### config.mk
export PLATFORM = sky130hd
export DESIGN_NAME = glitch_reject_irq
export DESIGN_NICKNAME = d
export VERILOG_FILES = /design/src/rtl/gri_pkg.sv /design/src/rtl/gri_sync.sv /design/src/rtl/gri_filter.sv /design/src/rtl/gri_edge.sv /design/src/rtl/glitch_reject_irq.sv
export SDC_FILE = /design/constraint.sdc
export NUM_CORES = 1
export LEC_CHECK = 0
export ABC_AREA = 1
export CAP_MARGIN = 40
export CORE_MARGIN = 1.5
export CORE_UTILIZATION = 50
export CTS_CLUSTER_SIZE = 40
export DETAILED_ROUTE_END_ITERATION = 10
export DONT_BUFFER_PORTS = 1
export GPL_TIMING_DRIVEN = 0
export PLACE_DENSITY_LB_ADDON = 0.15
export SLEW_MARGIN = 10
export SYNTH_ARGS = -nofsm -noshare
export SYNTH_HDL_FRONTEND = slang
export SYNTH_HIERARCHICAL = 1
export SYNTH_SLANG_ARGS = --single-unit
### constraint.sdc
create_clock -name clk -period 2.39 [get_ports clk]
set_input_delay 0.478 -clock clk [delete_from_list [all_inputs] [get_ports clk]]
set_output_delay 0.478 -clock clk [all_outputs]
set_load 0.03 [all_outputs]
### src/rtl/gri_pkg.sv
package gri_pkg;

    typedef enum logic [1:0] {
        FS_INIT    = 2'b00,
        FS_STABLE  = 2'b01,
        FS_PENDING = 2'b10
    } flt_state_t;

    typedef enum logic [1:0] {
        EDGE_NONE = 2'b00,
        EDGE_RISE = 2'b01,
        EDGE_FALL = 2'b10,
        EDGE_BOTH = 2'b11
    } edge_mode_t;

    localparam logic [1:0] FSEL_FAST = 2'b00;
    localparam logic [1:0] FSEL_MID  = 2'b01;

endpackage

### src/rtl/gri_sync.sv
module gri_sync #(
    parameter int STAGES = 2
) (
    input  logic clk,
    input  logic rst_n,
    input  logic d_i,
    output logic q_o
);
    logic [STAGES-1:0] chain_q;

    genvar g;
    generate
        for (g = 0; g < STAGES; g++) begin : g_stage
            if (g == 0) begin : g_first
                always_ff @(posedge clk or negedge rst_n) begin
                    if (!rst_n) chain_q[0] <= 1'b0;
                    else        chain_q[0] <= d_i;
                end
            end else begin : g_next
                always_ff @(posedge clk or negedge rst_n) begin
                    if (!rst_n) chain_q[g] <= 1'b0;
                    else        chain_q[g] <= chain_q[g-1];
                end
            end
        end
    endgenerate

    assign q_o = chain_q[STAGES-1];
endmodule

### src/rtl/gri_filter.sv
module gri_filter
    import gri_pkg::*;
#(
    parameter int SYNC_STAGES = 2,
    parameter int FAST_LEN    = 1,
    parameter int MID_LEN     = 32,
    parameter int SLOW_LEN    = 128
) (
    input  logic       clk,
    input  logic       rst_n,
    input  logic       sync_i,
    input  logic       cyc_en_i,
    input  logic [1:0] sel_i,
    output logic       level_o,
    output logic       chg_o
);
    localparam int CNT_W  = $clog2(SLOW_LEN + 1);
    localparam int FILL_W = $clog2(SYNC_STAGES + 1);

    flt_state_t        state_q, state_d;
    logic [CNT_W-1:0]  cnt_q;
    logic [CNT_W-1:0]  limit;
    logic [FILL_W-1:0] fill_q;
    logic              level_q;
    logic              chg_q;
    logic              differ;
    logic              last;
    logic              filled;
    logic              single;

    always_comb begin
        unique case (sel_i)
            FSEL_FAST: limit = CNT_W'(FAST_LEN);
            FSEL_MID:  limit = CNT_W'(MID_LEN);
            default:   limit = CNT_W'(SLOW_LEN);
        endcase
    end

    assign differ = (sync_i != level_q);
    assign last   = (({1'b0, cnt_q} + 1'b1) >= {1'b0, limit});
    assign filled = (fill_q == FILL_W'(SYNC_STAGES));
    assign single = (limit <= CNT_W'(1));

    // state register
    always_ff @(posedge clk or negedge rst_n) begin
        if (!rst_n) state_q <= FS_INIT;
        else        state_q <= state_d;
    end

    // next state
    always_comb begin
        state_d = state_q;
        unique case (state_q)
            FS_INIT: begin
                if (filled) state_d = FS_STABLE;
            end
            FS_STABLE: begin
                if (cyc_en_i && differ && !single) state_d = FS_PENDING;
            end
            FS_PENDING: begin
                if (cyc_en_i && (!differ || last)) state_d = FS_STABLE;
            end
            default: state_d = FS_INIT;
        endcase
    end

    // outputs and datapath
    always_ff @(posedge clk or negedge rst_n) begin
        if (!rst_n) begin
            fill_q  <= '0;
            cnt_q   <= '0;
            level_q <= 1'b0;
            chg_q   <= 1'b0;
        end else begin
            chg_q <= 1'b0;
            unique case (state_q)
                FS_INIT: begin
                    if (filled) level_q <= sync_i;
                    else        fill_q  <= fill_q + 1'b1;
                    cnt_q <= '0;
                end
                FS_STABLE: begin
                    cnt_q <= '0;
                    if (cyc_en_i && differ) begin
                        if (single) begin
                            level_q <= sync_i;
                            chg_q   <= 1'b1;
                        end else begin
                            cnt_q <= CNT_W'(1);
                        end
                    end
                end
                FS_PENDING: begin
                    if (cyc_en_i) begin
                        if (!differ) begin
                            cnt_q <= '0;
                        end else if (last) begin
                            level_q <= sync_i;
                            chg_q   <= 1'b1;
                            cnt_q   <= '0;
                        end else begin
                            cnt_q <= cnt_q + 1'b1;
                        end
                    end
                end
                default: cnt_q <= '0;
            endcase
        end
    end

    assign level_o = level_q;
    assign chg_o   = chg_q;

    AST_IDLE_HOLD: assert property (@(posedge clk) disable iff (!rst_n)
        (state_q != FS_INIT && !cyc_en_i) |=> $stable(level_q));
    AST_INIT_QUIET: assert property (@(posedge clk) disable iff (!rst_n)
        (state_q == FS_INIT) |=> !chg_q);
    AST_CHG_FLIPS: assert property (@(posedge clk) disable iff (!rst_n)
        chg_q |-> (level_q != $past(level_q)));
    AST_ABORT_CLEARS: assert property (@(posedge clk) disable iff (!rst_n)
        (state_q == FS_PENDING && cyc_en_i && !differ) |=> (cnt_q == '0 && !chg_q));
endmodule

### src/rtl/gri_edge.sv
module gri_edge
    import gri_pkg::*;
(
    input  logic       clk,
    input  logic       rst_n,
    input  logic       level_i,
    input  logic       chg_i,
    input  logic [1:0] mode_i,
    input  logic       clr_i,
    output logic       evt_o,
    output logic       flag_o
);
    logic hit;
    logic evt_q;
    logic flag_q;

    always_comb begin
        unique case (edge_mode_t'(mode_i))
            EDGE_NONE: hit = 1'b0;
            EDGE_RISE: hit = chg_i & level_i;
            EDGE_FALL: hit = chg_i & ~level_i;
            EDGE_BOTH: hit = chg_i;
            default:   hit = 1'b0;
        endcase
    end

    always_ff @(posedge clk or negedge rst_n) begin
        if (!rst_n) begin
            evt_q  <= 1'b0;
            flag_q <= 1'b0;
        end else begin
            evt_q <= hit;
            if (hit)        flag_q <= 1'b1;
            else if (clr_i) flag_q <= 1'b0;
        end
    end

    assign evt_o  = evt_q;
    assign flag_o = flag_q;

    AST_OFF_SILENT: assert property (@(posedge clk) disable iff (!rst_n)
        (mode_i == EDGE_NONE) |=> !evt_q);
    AST_NO_LEVEL: assert property (@(posedge clk) disable iff (!rst_n)
        !chg_i |=> !evt_q);
    AST_FLAG_WITH_EVT: assert property (@(posedge clk) disable iff (!rst_n)
        evt_q |-> flag_q);
    AST_CLR_WORKS: assert property (@(posedge clk) disable iff (!rst_n)
        (clr_i && !chg_i) |=> !flag_q);
    AST_FLAG_STICKY: assert property (@(posedge clk) disable iff (!rst_n)
        (flag_q && !clr_i) |=> flag_q);
endmodule

### src/rtl/glitch_reject_irq.sv
module glitch_reject_irq #(
    parameter int SYNC_STAGES = 2,
    parameter int FAST_LEN    = 1,
    parameter int MID_LEN     = 32,
    parameter int SLOW_LEN    = 128
) (
    input  logic       clk,
    input  logic       rst_n,
    input  logic       pin_i,
    input  logic       cyc_en_i,
    input  logic [1:0] flt_sel_i,
    input  logic [1:0] edge_sel_i,
    input  logic       irq_clr_i,
    output logic       irq_flag_o,
    output logic       evt_o
);
    logic pin_sync;
    logic filt_level;
    logic filt_chg;

    gri_sync #(.STAGES(SYNC_STAGES)) u_sync (
        .clk   (clk),
        .rst_n (rst_n),
        .d_i   (pin_i),
        .q_o   (pin_sync)
    );

    gri_filter #(
        .SYNC_STAGES (SYNC_STAGES),
        .FAST_LEN    (FAST_LEN),
        .MID_LEN     (MID_LEN),
        .SLOW_LEN    (SLOW_LEN)
    ) u_filter (
        .clk      (clk),
        .rst_n    (rst_n),
        .sync_i   (pin_sync),
        .cyc_en_i (cyc_en_i),
        .sel_i    (flt_sel_i),
        .level_o  (filt_level),
        .chg_o    (filt_chg)
    );

    gri_edge u_edge (
        .clk     (clk),
        .rst_n   (rst_n),
        .level_i (filt_level),
        .chg_i   (filt_chg),
        .mode_i  (edge_sel_i),
        .clr_i   (irq_clr_i),
        .evt_o   (evt_o),
        .flag_o  (irq_flag_o)
    );

    AST_EVT_NEEDS_MODE: assert property (@(posedge clk) disable iff (!rst_n)
        evt_o |-> ($past(edge_sel_i) != 2'b00));
endmodule

==> run summary <==
Number of global-route vias before repair: 979
Die H: 52.7 µm
I/O pin count: 11
Placer's final routability congestion estimate: 0.741
Time the final worst path needs with I/O delays and setup: 2.10 ns
Horizontal extent of the die: 52.7 µm
Cell accounting for the most synthesized area: sky130_fd_sc_hd__dfrtp_1
DIE AREA: 2770 µm²
Portion of the post-synthesis area used by sequential elements: 0.365
Arr. time, crit path: 2.33 ns
Antenna viol nets, final: 0
CTS clk-pin slew, worst paths: 0.12 ns
Mean cell area of the mapped netlist: 7.81 µm²
Pin slew with the least headroom to its limit: 0.823 ns
EDFF count, synth: 0
Critical Path Sink Type: register
Final routed wirelength across all metal layers: 2300 µm
Skew-Pair Late Insertion Delay: 0.29 ns
Root buf cell: sky130_fd_sc_hd__clkbuf_4
Setup Skew: 0.00904 ns
Post-detail-place hpwl: 1730 µm
Pin count of the biggest net entering global routing: 19
Power per standard cell area: 729 nW/µm²
Leakage power total: 0.708 nW
Synthesized cell area: 1230 µm²
Ant diodes: 0
TritonCTS buffer count: 3
Crit start category: register
Total negative setup slack: 0 ns
Largest vdd supply drop: 505 µV
Via-per-instance ratio: 5.19
Antenna violations before repair: 0
PortBufs: 0
Gate Count Post-Synth: 158
Required time worst endpoint: 2.62 ns
Maxcap violations: 0
Count of final hold-check violations: 0
Ys async rst share: 1.00
All-Layer GR Usage: 0.195
Synthesized netlist net count: 180
Average wire per cell in the routed design: 12.1 µm
Total of warnings raised by yosys: 6
H-Tree Level Count: 1
Outcome: complete, no violations
DRT Pass-1 Iters: 4
Initial DRC count: 32
Overflow left after global routing: 0
CP Max Fanout: 7
Crit Path Class: reg2reg
Worst max-slew margin expressed relative to the limit: 0.450
TritonCTS sink count: 18
Register bit count reported by yosys: 18
Count of final max-slew check failures: 0
Synth-to-layout area growth: 6.59%
Initial core utilization: 0.542
Total Nets Final: 186
Post-layout power: 0.959 mW
Most used flip-flop cell after synthesis: sky130_fd_sc_hd__dfrtp_1
Fraction of final layout cells sized beyond drive strength 1: 0.110
CTS tree: yes
Drc violations: 0
Number of cells upsized or downsized after cts: 0
Core Footprint: 2280 µm²
Library cells used by synthesis: 26
Wire length of the first global-routing pass: 4020 µm
Yosys top cell area share: 0.365
Ranking of synthesized cells by area: sky130_fd_sc_hd__dfrtp_1 (37%), sky130_fd_sc_hd__nand2_1 (14%), sky130_fd_sc_hd__ha_1 (13%)
Final setup violation count: 0
Class of the tightest hold or removal check: in2reg
Unrepaired setup endpoints after global routing: false
Standard-cell rows: 17
Maximum root-to-sink buffer count: 2
Share of the clock period used by the worst path: 0.878
Total via count after detailed routing: 991
Upper clock frequency limit: 0.477 GHz
==> cell usage after synthesis (2+ instances only) <==
cell	count
sky130_fd_sc_hd__nand3_1	11
sky130_fd_sc_hd__ha_1	13
sky130_fd_sc_hd__nand3_2	2
sky130_fd_sc_hd__inv_1	22
sky130_fd_sc_hd__dfrtp_1	18
sky130_fd_sc_hd__nor3_1	2
sky130_fd_sc_hd__nand4_1	4
sky130_fd_sc_hd__a21oi_1	3
sky130_fd_sc_hd__nand2_1	47
sky130_fd_sc_hd__nand2_2	2
sky130_fd_sc_hd__o21ai_1	2
sky130_fd_sc_hd__nor2_4	2
sky130_fd_sc_hd__xor2_1	3
sky130_fd_sc_hd__nand2_4	2
sky130_fd_sc_hd__nor2_2	2
sky130_fd_sc_hd__nor2_1	13
==> metal layers <==
| layer | track usage | wire length, µm | share of wire |
|---|---|---|---|
| met1 | 0.235 | 1100 | 0.48 |
| met2 | 0.352 | 1110 | 0.48 |
| met5 | 0 | 0 | 0 |
| met4 | 0.0641 | 17 | 0.0074 |
| met3 | 0.0286 | 79 | 0.034 |
==> cells in the final DEF, fill, tap and decap left out, types with 3 or more instances in the layout <==
master and instances:
sky130_fd_sc_hd__nand2_1 47, sky130_fd_sc_hd__inv_1 22, sky130_fd_sc_hd__dfrtp_1 18, sky130_fd_sc_hd__ha_1 13, sky130_fd_sc_hd__nor2_1 13, sky130_fd_sc_hd__nand3_1 11
sky130_fd_sc_hd__nand4_1 4, sky130_fd_sc_hd__clkbuf_4 3, sky130_fd_sc_hd__xor2_1 3, sky130_fd_sc_hd__a21oi_1 3
==> registers in the layout, summed over array words and instances (netlist names) <==
| name | cells |
|---|---|
| u_sync/chain_q | 1 |
| u_sync/q_o | 1 |
| u_filter/chg_o | 1 |
| u_filter/level_o | 1 |
| u_filter/state_q | 2 |
| u_edge/flag_o | 1 |
| u_edge/evt_o | 1 |
| u_filter/cnt_q | 8 |
| u_filter/fill_q | 2 |
==> path summary, 6_finish.rpt <==
path | start | to | slack (ns) | cells past startpoint
max | u_filter/cnt_q[2] | u_filter/cnt_q[7] | 0.29 | 9
min | pin_i | u_sync/chain_q[0] | 0.21 | 0
max reg2reg | u_filter/cnt_q[2] | u_filter/cnt_q[7] | 0.29 | 9
min reg2reg | u_sync/chain_q[0] | u_sync/q_o | 0.36 | 0
max in group asynchronous | rst_n | u_sync/q_o | 1.16 | 1
min in group asynchronous | rst_n | u_filter/cnt_q[3] | 0.71 | 1
==> power by group <==
group	internal (mW)	switching, mW
clock	0.0927	0.100
sequential	0.339	0.0445
combinational	0.136	0.247
==> layout make-up <==
class	instances	area [µm²]
clock buffer	4	36.3
fill	202	961
multi-input combinational	116	693
sequential	18	450
tap	28	35.0
inverter	24	90.1
timing repair buffer	1	10.0
==> worst max-delay path: stages, from the launching register on <==
cell	delay [ns]
sky130_fd_sc_hd__dfrtp_1	0.48
sky130_fd_sc_hd__nand4_1	0.21
sky130_fd_sc_hd__nor3_1	0.23
sky130_fd_sc_hd__xor2_1	0.14
sky130_fd_sc_hd__ha_1	0.21
sky130_fd_sc_hd__a31oi_2	0.33
sky130_fd_sc_hd__nand2_4	0.10
sky130_fd_sc_hd__nor2_4	0.16
sky130_fd_sc_hd__nand3_1	0.10
sky130_fd_sc_hd__nand2_1	0.07
==> per-stage QoR <==
step	instances	setup slack, ns	cell area (µm²)	hold slack (ns)	utilization
2_1_floorplan	158	0.639	1230	0.182	-
3_3_place_gp	186	0.421	1270	0.183	0.557
3_5_place_dp	186	0.367	1270	0.183	0.557
4_1_cts	191	0.337	1320	0.199	0.578
5_1_grt	191	0.149	1320	0.188	0.578
6_report	191	0.292	1320	0.207	0.578
==> kinds of logic (layout without fill, tap and decap cells) <==
logic type                 count (synthesis)  count (layout)  synth area share
AOI/OAI and AO/OA                          8               8            0.0395
xor gates and xnor gates                   3               3            0.0213
adders and majority gates                 13              13             0.132
buffers and inverters                     24              29            0.0730
DFF                                       18              18             0.365
and+or+nand+nor                           92              92             0.369
==> repair_timing <==
action / CTS / global route
buffers inserted: 0 / 0
hold buffers: 1 / 0
hold endpoints to repair: 18 / 0
Power figures use the tool's default switching activity.
